File: src/rtl/igb_pkg.sv
// Shared definitions for the indirect guest bridge.
// Assumes a fixed command-word layout; the bit positions are decoded by both
// the host-side register and the bench, so they live here once.
package igb_pkg;

    localparam int NUM_DEV  = 2;
    localparam int BIT_OVR  = 31;
    localparam int BIT_PEND = 25;
    localparam int BIT_DIR  = 23;
    localparam int BIT_DEV  = 20;
    localparam int BIT_SEL  = 16;

    typedef enum logic [1:0] {
        PH_IDLE   = 2'd0,
        PH_CHIP   = 2'd1,
        PH_SELECT = 2'd2,
        PH_STROBE = 2'd3
    } phase_e;

    typedef struct packed {
        logic       dir;    // 1 = write to guest
        logic       dev;    // device index
        logic       sel;    // 1 = data port, 0 = address latch
        logic [7:0] wbyte;  // byte to drive
    } cmd_t;

endpackage

File: src/rtl/igb_read_capture.sv
// Holds the byte last returned by a guest read cycle.
// Assumes take is a single-clock pulse in the final strobe clock of a read.
module igb_read_capture (
    input  logic       clk,
    input  logic       rst_n,
    input  logic       take,
    input  logic [7:0] din,
    output logic [7:0] q
);

    // Latch the guest byte at the end of a read strobe; reset zeroes it.
    always_ff @(posedge clk) begin
        if (!rst_n) begin
            q <= '0;
        end else if (take) begin
            q <= din;
        end
    end

endmodule

File: src/rtl/igb_guest_seq.sv
// Guest-side cycle sequencer: chip select, then select line, then strobe held
// for STROBE_CYCLES clocks, then release. Outputs are decoded from the phase
// register and the command held by the host-side register, which is assumed
// stable while busy.
module igb_guest_seq
    import igb_pkg::*;
#(
    parameter int STROBE_CYCLES = 4
) (
    input  logic               clk,
    input  logic               rst_n,
    input  logic               start,
    input  cmd_t               cmd,
    output logic               busy,
    output logic               done,
    output logic [NUM_DEV-1:0] cs_n,
    output logic               ale,
    output logic               dsel,
    output logic               rd_n,
    output logic               wr_n,
    output logic               doe,
    output logic [7:0]         dout
);

    localparam int CNT_W = (STROBE_CYCLES > 1) ? $clog2(STROBE_CYCLES) : 1;
    localparam logic [CNT_W-1:0] LAST = CNT_W'(STROBE_CYCLES - 1);
    localparam int WID_W = $clog2(STROBE_CYCLES + 2);

    phase_e           phase_q;
    logic [CNT_W-1:0] cnt_q;
    logic             sel_on;
    logic             stb;

    // Advance through the cycle phases and count strobe clocks.
    always_ff @(posedge clk) begin
        if (!rst_n) begin
            phase_q <= PH_IDLE;
            cnt_q   <= '0;
        end else begin
            case (phase_q)
                PH_IDLE: begin
                    if (start) phase_q <= PH_CHIP;
                end
                PH_CHIP: begin
                    phase_q <= PH_SELECT;
                end
                PH_SELECT: begin
                    phase_q <= PH_STROBE;
                    cnt_q   <= '0;
                end
                PH_STROBE: begin
                    if (cnt_q == LAST) begin
                        phase_q <= PH_IDLE;
                    end else begin
                        cnt_q <= cnt_q + 1'b1;
                    end
                end
                default: phase_q <= PH_IDLE;
            endcase
        end
    end

    assign busy   = (phase_q != PH_IDLE);
    assign done   = (phase_q == PH_STROBE) && (cnt_q == LAST);
    assign sel_on = (phase_q == PH_SELECT) || (phase_q == PH_STROBE);
    assign stb    = (phase_q == PH_STROBE);

    // One chip select per device, active while a cycle targets it.
    for (genvar g = 0; g < NUM_DEV; g++) begin : g_cs
        assign cs_n[g] = !(busy && (cmd.dev == 1'(g)));
    end

    assign ale  = sel_on && !cmd.sel;
    assign dsel = sel_on &&  cmd.sel;
    assign rd_n = !(stb && !cmd.dir);
    assign wr_n = !(stb &&  cmd.dir);
    assign doe  = busy && cmd.dir;
    assign dout = cmd.wbyte;

    // ---------------- assertions ----------------
    logic             strobe_seen;
    logic [WID_W-1:0] wid_q;

    assign strobe_seen = !rd_n || !wr_n;

    // Count consecutive strobe clocks for the width check.
    always_ff @(posedge clk) begin
        if (!rst_n) begin
            wid_q <= '0;
        end else if (strobe_seen) begin
            wid_q <= wid_q + 1'b1;
        end else begin
            wid_q <= '0;
        end
    end

    assert_one_chip_R5: assert property (@(posedge clk) disable iff (!rst_n)
        $onehot0(~cs_n));

    assert_strobe_width_R7: assert property (@(posedge clk) disable iff (!rst_n)
        $fell(strobe_seen) |-> (wid_q == WID_W'(STROBE_CYCLES)));

    assert_select_before_strobe_R7: assert property (@(posedge clk) disable iff (!rst_n)
        $rose(strobe_seen) |-> $past(ale || dsel));

    assert_chip_before_select_R7: assert property (@(posedge clk) disable iff (!rst_n)
        $rose(ale || dsel) |-> $past(!(&cs_n)));

    assert_pending_ends_after_strobe_R3: assert property (@(posedge clk) disable iff (!rst_n)
        $fell(busy) |-> $past(strobe_seen));

endmodule

File: src/rtl/igb_cmd_port.sv
// Host-side command register: offset decode, command acceptance, overrun flag
// and readback word. Assumes busy comes from the sequencer and that the
// sequencer reads the held command for the whole cycle.
module igb_cmd_port
    import igb_pkg::*;
#(
    parameter int              ADDR_W     = 12,
    parameter logic [ADDR_W-1:0] CMD_OFFSET = 12'h200
) (
    input  logic              clk,
    input  logic              rst_n,
    input  logic [ADDR_W-1:0] host_addr,
    input  logic              host_wr,
    input  logic              host_rd,
    input  logic [31:0]       host_wdata,
    input  logic              busy,
    input  logic [7:0]        cap_byte,
    output logic              start,
    output cmd_t              cmd,
    output logic [31:0]       host_rdata
);

    logic  hit;
    logic  wr_cmd;
    logic  wr_clr;
    logic  ovr_q;
    logic  [31:0] word;
    logic  unused_wbits;

    assign hit    = (host_addr == CMD_OFFSET);
    assign wr_cmd = host_wr && hit && !host_wdata[BIT_OVR];
    assign wr_clr = host_wr && hit &&  host_wdata[BIT_OVR];
    assign start  = wr_cmd && !busy;
    assign unused_wbits = ^{host_wdata[30:24], host_wdata[22:21],
                            host_wdata[19:17], host_wdata[15:8]};

    // Hold the fields of the last accepted command.
    always_ff @(posedge clk) begin
        if (!rst_n) begin
            cmd <= '0;
        end else if (start) begin
            cmd.dir   <= host_wdata[BIT_DIR];
            cmd.dev   <= host_wdata[BIT_DEV];
            cmd.sel   <= host_wdata[BIT_SEL];
            cmd.wbyte <= host_wdata[7:0];
        end
    end

    // Sticky overrun: set by a dropped command, cleared by a bit-31 write.
    always_ff @(posedge clk) begin
        if (!rst_n) begin
            ovr_q <= 1'b0;
        end else if (wr_clr) begin
            ovr_q <= 1'b0;
        end else if (wr_cmd && busy) begin
            ovr_q <= 1'b1;
        end
    end

    // Assemble the readback word from flag, state, fields and captured byte.
    always_comb begin
        word           = '0;
        word[BIT_OVR]  = ovr_q;
        word[BIT_PEND] = busy;
        word[BIT_DIR]  = cmd.dir;
        word[BIT_DEV]  = cmd.dev;
        word[BIT_SEL]  = cmd.sel;
        word[7:0]      = cap_byte;
    end

    // Register read data one clock after a read strobe.
    always_ff @(posedge clk) begin
        if (!rst_n) begin
            host_rdata <= '0;
        end else if (host_rd) begin
            host_rdata <= hit ? word : '0;
        end
    end

    assert_drop_sets_overrun_R9: assert property (@(posedge clk) disable iff (!rst_n)
        (host_wr && hit && !host_wdata[BIT_OVR] && busy) |=> (ovr_q && $stable(cmd)));

    assert_fields_frozen_R12: assert property (@(posedge clk) disable iff (!rst_n)
        (busy && $past(busy)) |-> $stable(cmd));

endmodule

File: src/rtl/indirect_guest_bridge.sv
// Top of the indirect guest bridge: a 32-bit command register on the host
// side drives single byte cycles to one of two devices on a multiplexed
// guest bus. Assumes the host polls pending before each new command.
module indirect_guest_bridge
    import igb_pkg::*;
#(
    parameter int                ADDR_W        = 12,
    parameter logic [ADDR_W-1:0] CMD_OFFSET    = 12'h200,
    parameter int                STROBE_CYCLES = 4
) (
    input  logic               clk,
    input  logic               rst_n,
    input  logic [ADDR_W-1:0]  host_addr,
    input  logic               host_wr,
    input  logic               host_rd,
    input  logic [31:0]        host_wdata,
    output logic [31:0]        host_rdata,
    output logic [NUM_DEV-1:0] guest_cs_n,
    output logic               guest_ale,
    output logic               guest_dsel,
    output logic               guest_rd_n,
    output logic               guest_wr_n,
    output logic [7:0]         guest_dout,
    output logic               guest_doe,
    input  logic [7:0]         guest_din
);

    logic       start;
    logic       busy;
    logic       done;
    cmd_t       cmd;
    logic [7:0] cap_byte;

    igb_cmd_port #(
        .ADDR_W     (ADDR_W),
        .CMD_OFFSET (CMD_OFFSET)
    ) u_cmd (
        .clk        (clk),
        .rst_n      (rst_n),
        .host_addr  (host_addr),
        .host_wr    (host_wr),
        .host_rd    (host_rd),
        .host_wdata (host_wdata),
        .busy       (busy),
        .cap_byte   (cap_byte),
        .start      (start),
        .cmd        (cmd),
        .host_rdata (host_rdata)
    );

    igb_guest_seq #(
        .STROBE_CYCLES (STROBE_CYCLES)
    ) u_seq (
        .clk   (clk),
        .rst_n (rst_n),
        .start (start),
        .cmd   (cmd),
        .busy  (busy),
        .done  (done),
        .cs_n  (guest_cs_n),
        .ale   (guest_ale),
        .dsel  (guest_dsel),
        .rd_n  (guest_rd_n),
        .wr_n  (guest_wr_n),
        .doe   (guest_doe),
        .dout  (guest_dout)
    );

    igb_read_capture u_cap (
        .clk   (clk),
        .rst_n (rst_n),
        .take  (done && !cmd.dir),
        .din   (guest_din),
        .q     (cap_byte)
    );

    assert_idle_without_write_R11: assert property (@(posedge clk) disable iff (!rst_n)
        (!busy && !host_wr) |=> (&guest_cs_n));

    assert_cycle_starts_R3: assert property (@(posedge clk) disable iff (!rst_n)
        start |=> (busy && !(&guest_cs_n)));

endmodule

File: config.mk
export PLATFORM = sky130hd
export DESIGN_NAME = indirect_guest_bridge
export DESIGN_NICKNAME = d
export VERILOG_FILES = /design/src/rtl/igb_pkg.sv /design/src/rtl/igb_read_capture.sv /design/src/rtl/igb_guest_seq.sv /design/src/rtl/igb_cmd_port.sv /design/src/rtl/indirect_guest_bridge.sv
export SDC_FILE = /design/constraint.sdc
export NUM_CORES = 1
export LEC_CHECK = 0
export BUFFER_PORTS_ARGS = -buffer_cell sky130_fd_sc_hd__buf_4
export CAP_MARGIN = 20
export CORE_UTILIZATION = 35
export DETAILED_ROUTE_END_ITERATION = 8
export PLACE_DENSITY = 0.76
export SKIP_CTS_REPAIR_TIMING = 1
export SYNTH_ARGS = -nofsm -noshare
export SYNTH_HDL_FRONTEND = slang
export SYNTH_SLANG_ARGS = --single-unit
File: constraint.sdc
create_clock -name clk -period 1.65 [get_ports clk]
set_input_delay 0 -clock clk [delete_from_list [all_inputs] [get_ports clk]]
set_output_delay 0 -clock clk [all_outputs]
set_load 0.05 [all_outputs]
==> metrics.yaml <==
finish:
  drive_above_1_share: 0.306
  fin_cells: 341
  fillers: 531
  fin_nets: 330
  area_growth_pct: 34.4
  num_antenna_cells: 0
routing:
  drtAntennaViolNets: 0
  vias: 1512
  drt_iter0_markers: 65
  routedWlPerCell_um: 11.8
  routed_wl_mm: 4.04
  viasPerCell: 4.43
  drc: 0
  firstDrtPassIters: 4
clock_network:
  htree_levels: 2
  cts_tree: "built"
  clk_pin_slew_ns: 0.07
  cts.sinks: 37
  cts_made_buffers: 5
  clock_path_buffers: 2
  clk_latency_ns: 0.28
  clockRootBuffer: "clkbuf_8"
global_routing:
  gr-total-overflow: 0
  grtUsageTotal: 0.147
  grt_pass1_wl_mm: 6.15
  grt_antenna_before_repair: 0
  grt_max_degree: 39
  grt_pass1_vias: 1332
worst_setup_path:
  critical_path.cell_chain: "inv_1, ha_1, or2_2, buf_4"
  critPathBufInv: 2
  r2r_slack_ns: 0.18
  cp.arrival_ns: 1.54
  critical_path.top_delay_family: "flip-flops"
  cp-end-kind: "primary output"
  startpoint_type: "flop"
  critPathSlowestCell: "dfxtp_1"
  critical-path-max-stage-delay_ns: 0.37
  cp_max_fo: 8
  required_ns: 1.65
  timing_worst_setup_path_type: "reg -> out"
logic_synthesis:
  synth_cells: 203
  synth-xor-area-share: 0
  synthArstFlopShare: 0
  synth-compound-area-share: 0.140
  ys.flop_type: "dfxtp_1"
  synth_cell_types: 28
  yosysTopAreaCell: "dfxtp_1"
  synth_top_area_share: 0.394
  netlist_area_um2: 1880
  synthAdderAreaFrac: 0.0266
  synth_top_family_by_area: "simple AND/OR/NAND/NOR gates"
  synth_simple_gate_area_share: 0.247
  yosys-mux-area-fraction: 0.0479
  synth-edff-count: 0
  ys_warn_count: 0
  syn_area_per_cell_um2: 9.26
  synth.area.top_cells: "dfxtp_1 39%, nor2b_1 12%, buf_4 11%"
  yosysSeqAreaShare: 0.394
  synth_seq_cells: 37
  ys_top_cells_by_count: "37 x dfxtp_1, 37 x nor2b_1, 28 x buf_4"
placed_design:
  gp_congestion: 0.735
  dp_slack_ns: 0.188
  numPlacedInstances: 321
  dpl.hpwl_mm: 2.80
  port_buffers: 63
flow_run:
  maxCapViolCount: 0
worst_hold_path:
  hp-class: "in -> reg"
power:
  power_uw: 1930
  power.leakage_uw: 0.00112
  p_per_area_nw_per_um2: 763
  peakVddDrop_mv: 0.402
floorplanning:
  dieArea_um2: 5670
  io_pins: 103
  die_y_um: 75.3
  start_util: 0.366
  core_um2: 5140
  die_w_um: 75.3
  row_count: 26
timing:
  finalSetupViolCount: 0
  min_period_ns: 1.54
  skew_ns: 0.00789
  timing.fmax_mhz: 650
  rsz0062_at_grt: "false"
  period_share: 0.932
  layout_setup_ws_ns: 0.113
  hold_ws_ns: -0.0208
  hold_viol_final: 6
  timing.setup.tns_ns: 0
  slew_viol_final: 0
run_status:
  violations: "hold timing"
  status: "finished, violations left"
[metal layers]
metal	global-route usage	vias up	wire, µm
met2	0.249	47	2080
met1	0.170	690	1690
met5	0	-	0
met4	0.0802	0	77
li1	-	769	-
met3	0.0370	6	200
[state kept, by name, indices dropped and copies added, names as in the netlist]
register / flops
u_cap.q: 8
u_cmd.ovr_q: 1
u_cmd.cmd: 11
u_cmd.host_rdata: 13
u_seq.cnt_q: 2
u_seq.phase_q: 2
[worst reg2reg max path, cell delays in order, from the launching register on]
cell     delay (ns)
dfxtp_1        0.37
inv_1          0.08
ha_1           0.31
or2_2          0.35
o31ai_2        0.09
mux2i_1        0.21
[final cells by class]
class / instances / area [µm²] / share of cell area
repair buffers: 80 / 631 / 0.250
inverters: 3 / 11.3 / 0.00446
multi-input cells: 143 / 941 / 0.372
clock inverters: 1 / 30.0 / 0.0119
well taps: 70 / 87.6 / 0.0347
clock buffers: 7 / 86.3 / 0.0342
flip-flops and latches: 37 / 741 / 0.293
[path summary, 6_finish.rpt]
path                                       start                to  depth (start not counted)
worst max-delay path            u_seq.phase_q[0]     guest_cs_n[0]                          4
worst min register to register      u_cmd.cmd[3]      u_cmd.cmd[3]                          2
worst max register to register  u_seq.phase_q[0]  u_seq.phase_q[1]                          5
worst min-delay path                guest_din[0]        u_cap.q[0]                          3
[cell usage in the layout, fill, tap and decap left out]
master and count:
ha_1 4, nand4_2 1, buf_4 68, a2bb2oi_1 1
nand2b_1 4, a21boi_1 2, dlygate4sd3_1 12, mux2i_1 9
clkbuf_8 6, and4_1 2, nor2b_1 37, nand2_1 5
dfxtp_1 37, o221a_1 1, nor2_1 3, o211a_1 2
a21boi_0 10, nor4_4 2, bufinv_16 1, nor4b_4 1
nand3b_1 1, conb_1 19, inv_1 3, o31ai_2 1
nand2b_2 1, a21oi_1 13, or2_2 2, clkbuf_1 1
nand3_1 11, o21ai_0 11
[metrics by stage]
stage | utilization | area [µm²] | hold WS [ns]
4_1_cts | 0.468 | 2400 | -0.0392
5_1_grt | 0.492 | 2530 | 0.00197
3_5_place_dp | 0.445 | 2290 | 0.262
6_report | 0.492 | 2530 | -0.0208
2_1_floorplan | - | 1950 | 0.147
3_3_place_gp | 0.445 | 2290 | 0.252
[where the power goes]
group / internal, µW / switching [µW] / total (µW)
Combinational: 90.6 / 147 / 238
Clock: 493 / 306 / 799
Sequential: 893 / 0.144 / 893
[cells by family after synthesis]
group | after synthesis
buffers and inverters | 41
and+or+nand+nor | 70
other | 1
adders and majority gates | 4
DFF | 37
muxes | 9
AOI/OAI and AO/OA | 41
(Power assumes the default switching activity.)
